### config.mk
export PLATFORM = sky130hd
export DESIGN_NAME = dmaev_latch
export DESIGN_NICKNAME = d
export VERILOG_FILES = /design/src/rtl/dmaev_pkg.sv /design/src/rtl/dmaev_chan.sv /design/src/rtl/dmaev_arb.sv /design/src/rtl/dmaev_latch.sv
export SDC_FILE = /design/constraint.sdc
export NUM_CORES = 1
export LEC_CHECK = 0
export BUFFER_PORTS_ARGS = -buffer_cell sky130_fd_sc_hd__buf_2
export CAP_MARGIN = 15
export CELL_PAD_IN_SITES_DETAIL_PLACEMENT = 0
export CELL_PAD_IN_SITES_GLOBAL_PLACEMENT = 1
export CORE_UTILIZATION = 43
export CTS_CLUSTER_SIZE = 14
export DETAILED_ROUTE_END_ITERATION = 7
export PLACE_DENSITY = 0.95
export SLEW_MARGIN = 5
export SYNTH_ARGS = -nofsm -noshare
export SYNTH_HDL_FRONTEND = slang
export SYNTH_SLANG_ARGS = --single-unit
export TNS_END_PERCENT = 30
### constraint.sdc
create_clock -name clk -period 6 [get_ports clk]
set_clock_uncertainty 0.15 [all_clocks]
set_input_delay 1.2 -clock clk [delete_from_list [all_inputs] [get_ports clk]]
set_output_delay 1.2 -clock clk [all_outputs]
set_load 0.01 [all_outputs]
### src/rtl/dmaev_pkg.sv
package dmaev_pkg;
  localparam int NTYPE = 4;
  localparam int TYW   = 2;
  typedef enum logic [TYW-1:0] {
    EV_PERIPH = 2'd0,
    EV_SW     = 2'd1,
    EV_CHAIN  = 2'd2,
    EV_QUICK  = 2'd3
  } ev_type_e;
endpackage

### src/rtl/dmaev_chan.sv
module dmaev_chan
  import dmaev_pkg::*;
(
  input  logic             clk,
  input  logic             rst_n,
  input  logic [NTYPE-1:0] trig_i,
  input  logic [NTYPE-1:0] deq_hit_i,
  input  logic             null_i,
  input  logic             sec_clr_i,
  input  logic             miss_clr_i,
  output logic [NTYPE-1:0] slot_o,
  output logic             sec_o,
  output logic             miss_o
);
  logic [NTYPE-1:0] slot_q;
  logic [NTYPE-1:0] miss_hit;
  logic             stuck_q;
  logic             stuck_eff;
  logic             deq_any;
  logic             deq_null;

  assign stuck_eff = stuck_q & ~sec_clr_i;
  assign deq_any   = |deq_hit_i;
  assign deq_null  = deq_any & null_i;

  for (genvar t = 0; t < NTYPE; t++) begin : g_slot
    logic busy;
    assign busy        = slot_q[t] | stuck_eff;
    assign miss_hit[t] = trig_i[t] & busy;

    always_ff @(posedge clk or negedge rst_n) begin
      if (!rst_n)
        slot_q[t] <= 1'b0;
      else if (trig_i[t] && !busy)
        slot_q[t] <= 1'b1;
      else if (deq_hit_i[t])
        slot_q[t] <= 1'b0;
    end

    assert_dup_missed_R4: assert property (@(posedge clk) disable iff (!rst_n)
      trig_i[t] && slot_q[t] |=> miss_o);
    assert_release_R3: assert property (@(posedge clk) disable iff (!rst_n)
      deq_hit_i[t] && !null_i |=> !slot_q[t]);
  end

  always_ff @(posedge clk or negedge rst_n) begin
    if (!rst_n) begin
      stuck_q <= 1'b0;
      miss_o  <= 1'b0;
    end else begin
      stuck_q <= stuck_eff | deq_null;
      miss_o  <= (miss_o & ~miss_clr_i) | (|miss_hit) | deq_null;
    end
  end

  assign slot_o = slot_q;
  assign sec_o  = stuck_q | (|slot_q);

  assert_stuck_R6: assert property (@(posedge clk) disable iff (!rst_n)
    deq_null |=> sec_o && miss_o);
  assert_blocked_R6: assert property (@(posedge clk) disable iff (!rst_n)
    stuck_q && !sec_clr_i && (|trig_i) |=> miss_o);
endmodule

### src/rtl/dmaev_arb.sv
module dmaev_arb #(
  parameter int NREQ = 32,
  parameter int IW   = 5
) (
  input  logic            clk,
  input  logic            rst_n,
  input  logic [NREQ-1:0] req_i,
  input  logic            ready_i,
  output logic            valid_o,
  output logic [IW-1:0]   idx_o,
  output logic            hs_o
);
  logic [NREQ-1:0] cand;
  logic            pick_any;
  logic [IW-1:0]   pick;
  logic            load;

  always_comb begin
    cand = req_i;
    if (valid_o) cand[idx_o] = 1'b0;
  end

  always_comb begin
    pick_any = 1'b0;
    pick     = '0;
    for (int i = NREQ - 1; i >= 0; i--) begin
      if (cand[i]) begin
        pick_any = 1'b1;
        pick     = IW'(i);
      end
    end
  end

  assign load = !valid_o || ready_i;
  assign hs_o = valid_o && ready_i;

  always_ff @(posedge clk or negedge rst_n) begin
    if (!rst_n) begin
      valid_o <= 1'b0;
      idx_o   <= '0;
    end else if (load) begin
      valid_o <= pick_any;
      idx_o   <= pick;
    end
  end

  assert_hold_stable_R12: assert property (@(posedge clk) disable iff (!rst_n)
    valid_o && !ready_i |=> valid_o && $stable(idx_o));
endmodule

### src/rtl/dmaev_latch.sv
module dmaev_latch
  import dmaev_pkg::*;
#(
  parameter int NCH = 8
) (
  input  logic                   clk,
  input  logic                   rst_n,
  input  logic [NCH-1:0]         trig_periph_i,
  input  logic [NCH-1:0]         trig_sw_i,
  input  logic [NCH-1:0]         trig_chain_i,
  input  logic [NCH-1:0]         trig_quick_i,
  input  logic [NCH-1:0]         null_pset_i,
  input  logic [NCH-1:0]         sec_clr_i,
  input  logic [NCH-1:0]         miss_clr_i,
  input  logic                   err_en_i,
  input  logic                   deq_ready_i,
  output logic                   deq_valid_o,
  output logic [$clog2(NCH)-1:0] deq_chan_o,
  output logic [TYW-1:0]         deq_type_o,
  output logic [NCH-1:0]         sec_o,
  output logic [NCH-1:0]         miss_o,
  output logic                   err_irq_o
);
  localparam int CHW  = $clog2(NCH);
  localparam int NREQ = NCH * NTYPE;
  localparam int IW   = CHW + TYW;

  logic [NREQ-1:0] slot_all;
  logic [IW-1:0]   idx;
  logic            hs;

  for (genvar c = 0; c < NCH; c++) begin : g_ch
    logic [NTYPE-1:0] trig_v;
    logic [NTYPE-1:0] hit_v;
    assign trig_v = {trig_quick_i[c], trig_chain_i[c], trig_sw_i[c], trig_periph_i[c]};
    for (genvar t = 0; t < NTYPE; t++) begin : g_hit
      assign hit_v[t] = hs && (idx == IW'(c * NTYPE + t));
    end
    dmaev_chan u_chan (
      .clk        (clk),
      .rst_n      (rst_n),
      .trig_i     (trig_v),
      .deq_hit_i  (hit_v),
      .null_i     (null_pset_i[c]),
      .sec_clr_i  (sec_clr_i[c]),
      .miss_clr_i (miss_clr_i[c]),
      .slot_o     (slot_all[c*NTYPE +: NTYPE]),
      .sec_o      (sec_o[c]),
      .miss_o     (miss_o[c])
    );
  end

  dmaev_arb #(.NREQ(NREQ), .IW(IW)) u_arb (
    .clk     (clk),
    .rst_n   (rst_n),
    .req_i   (slot_all),
    .ready_i (deq_ready_i),
    .valid_o (deq_valid_o),
    .idx_o   (idx),
    .hs_o    (hs)
  );

  assign deq_chan_o = idx[IW-1:TYW];
  assign deq_type_o = idx[TYW-1:0];
  assign err_irq_o  = err_en_i & (|miss_o);

  assert_offer_queued_R2: assert property (@(posedge clk) disable iff (!rst_n)
    deq_valid_o |-> slot_all[idx]);
  assert_irq_source_R10: assert property (@(posedge clk) disable iff (!rst_n)
    err_irq_o |-> err_en_i && miss_o != '0);
endmodule

==> flow_metrics.tcl, run 1 <==
set metrics [dict create \
    clk_path_buf_depth 2 \
    drc_errors 0 \
    grt_max_degree 55 \
    ys_types 63 \
    synth_most_common_cell "o21ai_0" \
    ant_nets 0 \
    slew_headroom_pct 30.6 \
    drive_above_1_share_pct 20.0 \
    wl_um 10200 \
    fill_cells 776 \
    final_area_um2 3980 \
    leakagePower_nw 1.50 \
    cts_tree "built" \
    yosysSeqAreaShare_pct 38.1 \
    die_h_um 92.9 \
    drt_iter0_drc 326 \
    worst_slew_pin_slew_ps 1040 \
    avgSynthCellArea_um2 8.43 \
    via_per_inst 6.24 \
    min_delay_path_depth 2 \
    overflow 0 \
    end_kind "output pin" \
    syn_inst 421 \
    worstRegToRegCells 6 \
    combinationalPowerShare_pct 27.8 \
    synth_top_cell_area_share_pct 38.1 \
    grt_pass1_wl_um 16400 \
    cts_buffers 5 \
    cts-root-buf "clkbuf_8" \
    grt_usage_pct 24.0 \
    gp_congestion 0.891 \
    swShare_pct 37.3 \
    port_buffers 82 \
    clk_latency_ps 300 \
    cp.required_ps 4650 \
    finalSetupTns_ps 0 \
    die_x_um 92.9 \
    crit_buf_inv 1 \
    num_vias 3634 \
    maxCapViolCount 0 \
    hold_ws_ps 385 \
    num_rows 32 \
    pwr-share-clk_pct 22.1 \
    wire_per_inst_um 17.5 \
    die_area_um2 8630 \
    coreArea_um2 7850 \
    path_cells "or2_2, or4_1, buf_2" \
    switchingPower_uw 331 \
    startpoint_type "register" \
    syn-num-nets 481 \
    path_delay_family "simple AND/OR/NAND/NOR gates" \
    seqPwrFrac_pct 50.1 \
    ys_seq_elements 54 \
    synth_edf_count 0 \
    synth_top_area_cell "dfrtp_1" \
    drv_slew 0 \
    period_share_pct 49.6 \
    min_period_ps 2980 \
    rsz0062_at_grt "false" \
    clk_pin_slew_worst_paths_ps 90 \
    n_antenna_cell 0 \
    ys_async_sr_fraction_pct 100 \
    area_growth_syn_to_layout_pct 12.1 \
    cts.sinks 54 \
    timing.final.hold_violations 0 \
    synth_warnings 0 \
    max_stage_delay_ps 450 \
    ios 83 \
    criticalPathCategory "register to output pin" \
    worst-path-stages 3 \
    slowest_stage "dfrtp_1" \
    crit_arrival_ps 1630 \
    post-cts-setup-buffers 0 \
    pwr_density_cell_nw_per_um2 223 \
    setup_viol 0 \
    hpwlAfterDp_um 7300 \
    fmax_mhz 336 \
    min_from "g_ch[5].u_chan.miss_o$_DFF_PN0_" \
    finalNetCount 540 \
    r2r-start "u_arb.idx_o[2]$_DFFE_PN0P_" \
    grt_pass1_vias 3375 \
    synth_ff_type "dfrtp_1" \
    cts.repair.resized 0 \
    postLayoutCoreUtil_pct 50.7 \
    worstPathMaxFanout 6 \
    syn-cell-area_um2 3550 \
    start_util_pct 45.2 \
    synth.top_cells.by_count "56 x o21ai_0, 54 x dfrtp_1, 34 x a21oi_1, 34 x a31oi_1" \
    internal_power_uw 556 \
    placed_cell_area_um2 3900 \
    peakVddDrop_mv 0.129 \
    startpoint "g_ch[0].u_chan.slot_o[1]$_DFFE_PN0P_" \
    cts-hold-fix-buffers 0 \
    status "completed" \
    htreeDepth 2 \
    synthTopCellsByArea "dfrtp_1 38%, o21ai_0 7.9%, a31oi_1 6.0%" \
    dr.pass1.iters 5 \
    min_path_type "register to register" \
    antenna_found_initial 0 \
]
-- layout make-up --
type	instances	area [um^2]	area share (%)
tap	102	128	3.21
sequential	54	1350	34.0
inverter	9	33.8	0.849
multi-input combinational	327	1970	49.6
timing repair buffer	83	418	10.5
clock buffer	7	76.3	1.92
-- power by group through the flow --
stage	Combinational (mW)	Sequential [mW]	Clock, mW
6_report	0.246	0.444	0.196
5_1_grt	0.269	0.450	0.213
4_1_cts	0.240	0.441	0.201
3_5_place_dp	0.240	0.448	0
3_3_place_gp	0.236	0.448	0
2_1_floorplan	0.172	0.417	0
-- per-layer routing --
layer / vias to the layer above / track usage (%) / wire [um]
met4: 0 / 5.77 / 136
met1: 1736 / 34.9 / 4620
met2: 164 / 37.6 / 4750
met3: 13 / 3.20 / 708
met5: - / 0 / 0
li1: 1721 / - / -
-- tightest hold or removal path, stage by stage, from the launching register on --
cell      delay (ps)
dfrtp_1          370
nand2b_1          60
nand3_1           70
-- metrics by stage --
stage	total power, mW	worst slack, ps	std cells
global route	0.931	2960	582
CTS	0.882	3010	582
finish	0.887	3020	582
floorplan	0.589	3150	421
detailed placement	0.688	3080	575
global placement	0.683	3080	575
-- cells by family after synthesis --
logic type,synth area share [%]
AO/OA/AOI/OAI,29.8
AND/OR/NAND/NOR,25.1
flip-flops,38.1
buffers and inverters,6.41
multiplexers,0.599
-- state kept, by name (all words and copies together), names as in the netlist --
register and count:
g_ch.u_chan.slot_o 32, u_arb.valid_o 1, g_ch.u_chan.miss_o 8, u_arb.idx_o 5
g_ch.u_chan.stuck_q 8
-- path summary, 6_finish.rpt --
kind                                                     to  slack, ps
setup / recovery                                   sec_o[0]       3020
hold / removal              g_ch[5].u_chan.miss_o$_DFF_PN0_        390
setup reg to reg                 u_arb.idx_o[2]$_DFFE_PN0P_       3150
hold reg to reg             g_ch[5].u_chan.miss_o$_DFF_PN0_        390
max in group asynchronous  g_ch[5].u_chan.stuck_q$_DFF_PN0_       4370
min in group asynchronous  g_ch[0].u_chan.stuck_q$_DFF_PN0_        860
-- placed cells by master (no fill, tap or decap), types with 2 or more instances in the layout --
| master | Yosys | layout |
|---|---|---|
| and2_1 | 3 | 3 |
| a32o_1 | 2 | 2 |
| dfrtp_1 | 54 | 54 |
| o21ai_0 | 56 | 56 |
| o21a_1 | 5 | 5 |
| clkbuf_8 | 0 | 5 |
| nor3b_1 | 6 | 6 |
| nor4_1 | 3 | 3 |
| nor2_1 | 17 | 17 |
| o21ai_1 | 2 | 2 |
| nor3_1 | 11 | 11 |
| nand3b_1 | 5 | 5 |
| a31oi_1 | 34 | 34 |
| clkbuf_1 | 8 | 2 |
| a21oi_1 | 34 | 34 |
| inv_1 | 9 | 9 |
| a211oi_1 | 3 | 3 |
| a21boi_0 | 3 | 3 |
| nand3_1 | 22 | 22 |
| o31ai_1 | 3 | 3 |
| and3_1 | 3 | 3 |
| buf_2 | 5 | 82 |
| and4_1 | 7 | 7 |
| nand2b_1 | 17 | 17 |
| o32ai_1 | 4 | 4 |
| nor2b_1 | 15 | 15 |
| or3b_2 | 4 | 4 |
| o211ai_1 | 3 | 3 |
| a21o_1 | 2 | 2 |
| o32a_1 | 2 | 2 |
| o22ai_1 | 2 | 2 |
| nand2_1 | 22 | 22 |
| nand4_1 | 6 | 6 |
| nand4b_1 | 3 | 3 |
(Power assumes the default switching activity.)
==> run 2, diff against run 1 <==
--- a/config.mk
+++ b/config.mk
@@ -9,10 +9,10 @@
 export CAP_MARGIN = 15
 export CELL_PAD_IN_SITES_DETAIL_PLACEMENT = 0
 export CELL_PAD_IN_SITES_GLOBAL_PLACEMENT = 1
-export CORE_UTILIZATION = 43
+export CORE_UTILIZATION = 36
 export CTS_CLUSTER_SIZE = 14
 export DETAILED_ROUTE_END_ITERATION = 7
-export PLACE_DENSITY = 0.95
+export PLACE_DENSITY = 0.87
 export SLEW_MARGIN = 5
 export SYNTH_ARGS = -nofsm -noshare
 export SYNTH_HDL_FRONTEND = slang
==> constraint.sdc (replaced) <==
create_clock -name clk -period 2.6 [get_ports clk]
set_clock_uncertainty 0.15 [all_clocks]
set_input_delay 0.52 -clock clk [delete_from_list [all_inputs] [get_ports clk]]
set_output_delay 0.52 -clock clk [all_outputs]
set_load 0.01 [all_outputs]
==> run 2 against run 1 <==
  * Count of clock-buffer cells in the layout down 1
  * Clock power increased by 140%
  * Routed wire length is 6.8% higher
  * Non-clock buffer count increased by 28
  * Critical endpoint is now u_arb.idx_o[0]$_DFFE_PN0P_
  * Highest routed layer unchanged
==> flow_metrics.tcl, run 2 (synthesis gave the netlist of run 1 again) <==
set metrics [dict create \
    grt_usage_pct 22.0 \
    switchingPower_uw 803 \
    num_rows 35 \
    largest_register_ffs 32 \
    grt_max_degree 31 \
    coreArea_um2 9420 \
    swShare_pct 36.6 \
    end_kind "register" \
    start_util_pct 37.7 \
    setup_viol 0 \
    crit_arrival_ps 2530 \
    slowest_stage "or4b_1" \
    finalPower_mw 2.19 \
    layout_common_cells "82 x buf_2, 55 x o21ai_0, 52 x dfrtp_1" \
    period_share_pct 95.6 \
    seq_area_um2 1350 \
    grt_pass1_wl_um 17600 \
    ios 83 \
    postLayoutCoreUtil_pct 45.1 \
    drv_slew 0 \
    finalNetCount 568 \
    pwr-share-clk_pct 21.3 \
    fmax_mhz 402 \
    clk_path_buf_depth 2 \
    worst_slew_pin_slew_ps 663 \
    clk_latency_ps 310 \
    drc_errors 0 \
    cts.sinks 54 \
    wire_per_inst_um 17.1 \
    min_path_type "input pin to async pin" \
    maxCapViolCount 0 \
    die_area_um2 10300 \
    min_period_ps 2490 \
    peakVddDrop_mv 0.266 \
    timing.final.hold_violations 0 \
    clk_pin_slew_worst_paths_ps 100 \
    ant_nets 0 \
    path_cells "or3b_1, or3_1, a32o_1, or4b_1, a21oi_1, o21ai_1" \
    crit_buf_inv 0 \
    rsz0062_at_grt "false" \
    max_stage_delay_ps 530 \
    cts-hold-fix-buffers 0 \
    final_common_cell "buf_2" \
    port_buffers 82 \
    worstPathMaxFanout 7 \
    htreeDepth 2 \
    overflow 0 \
    antenna_found_initial 0 \
    seqPwrFrac_pct 45.3 \
    criticalPathCategory "register to register" \
    startpoint_type "register" \
    dr.pass1.iters 5 \
    internal_power_mw 1.39 \
    combinationalPowerShare_pct 33.4 \
    num_vias 3831 \
    area_growth_syn_to_layout_pct 19.7 \
    drive_above_1_share_pct 25.2 \
    hold_ws_ps 44.9 \
    gp_congestion 0.959 \
    die_h_um 101 \
    via_per_inst 6.01 \
    pwr_density_cell_nw_per_um2 517 \
    hpwlAfterDp_um 8440 \
    multi_input_area_um2 1980 \
    fill_cells 939 \
    wl_um 10900 \
    drt_iter0_drc 384 \
    die_x_um 101 \
    leakagePower_nw 1.65 \
    n_antenna_cell 0 \
    cts_buffers 5 \
    cp.required_ps 2640 \
    grt_pass1_vias 3525 \
    path_delay_family "simple AND/OR/NAND/NOR gates" \
    slew_headroom_pct 55.7 \
    cts-root-buf "clkbuf_8" \
    status "completed" \
    cts_tree "built" \
    finalSetupTns_ps 0 \
]
-- run 2: cell count changes in the layout (fill, tap and decap cells not counted), sizes merged --
cell      previous run  this run
buf                 83       111
clkbuf               7         6
clkinvlp             0         1
-- run 2: worst paths after layout --
path	endpoint	startpoint	depth (start not counted)	slack, ps
setup / recovery	u_arb.idx_o[0]$_DFFE_PN0P_	u_arb.valid_o$_DFFE_PN0P_	6	110
hold / removal	g_ch[5].u_chan.miss_o$_DFF_PN0_	rst_n	1	40
setup reg to reg	u_arb.idx_o[0]$_DFFE_PN0P_	u_arb.valid_o$_DFFE_PN0P_	6	110
hold reg to reg	g_ch[5].u_chan.miss_o$_DFF_PN0_	g_ch[5].u_chan.miss_o$_DFF_PN0_	2	390
max in group asynchronous	u_arb.idx_o[2]$_DFFE_PN0P_	rst_n	2	1690
min in group clk	g_ch[2].u_chan.stuck_q$_DFF_PN0_	null_pset_i[2]	3	310
-- run 2: per-layer routing --
metal,GRT usage [%],routed length [um],up-vias
met5,0,0,-
met4,6.91,236,0
met3,3.93,795,26
met2,35.7,5070,170
met1,29.7,4810,1847
li1,-,-,1788
-- run 2: what timing repair did --
action                                  4_1_cts  5_1_grt
buffers inserted                              0        0
endpoints found under the setup margin        0        5
hold endpoints to repair                      0        0
resized for setup                             0        5
-- run 2: power by group through the flow --
stage | registers, mW | logic [mW] | clock network, mW
floorplan | 0.962 | 0.396 | 0
global placement | 0.999 | 0.703 | 0
detailed placement | 1.00 | 0.708 | 0
CTS | 0.987 | 0.713 | 0.474
global route | 1.01 | 0.795 | 0.507
finish | 0.994 | 0.734 | 0.467
-- run 2: final cells by class --
type                            instances  area share [%]
Inverter                                9           0.795
Multi-Input combinational cell        327            46.6
Sequential cell                        54            31.9
Tap cell                              129            3.80
Clock buffer                            6            1.71
Timing Repair Buffer                  111            15.1
Clock inverter                          1           0.177
-- run 2: through the flow --
step / cell area (um^2) / setup slack, ps / std cells
2_1_floorplan: 3550 / 145 / 421
3_3_place_gp: 4160 / 80.4 / 630
3_5_place_dp: 4160 / 99.4 / 630
4_1_cts: 4240 / 57.3 / 637
5_1_grt: 4250 / 23.5 / 637
6_report: 4250 / 114 / 637
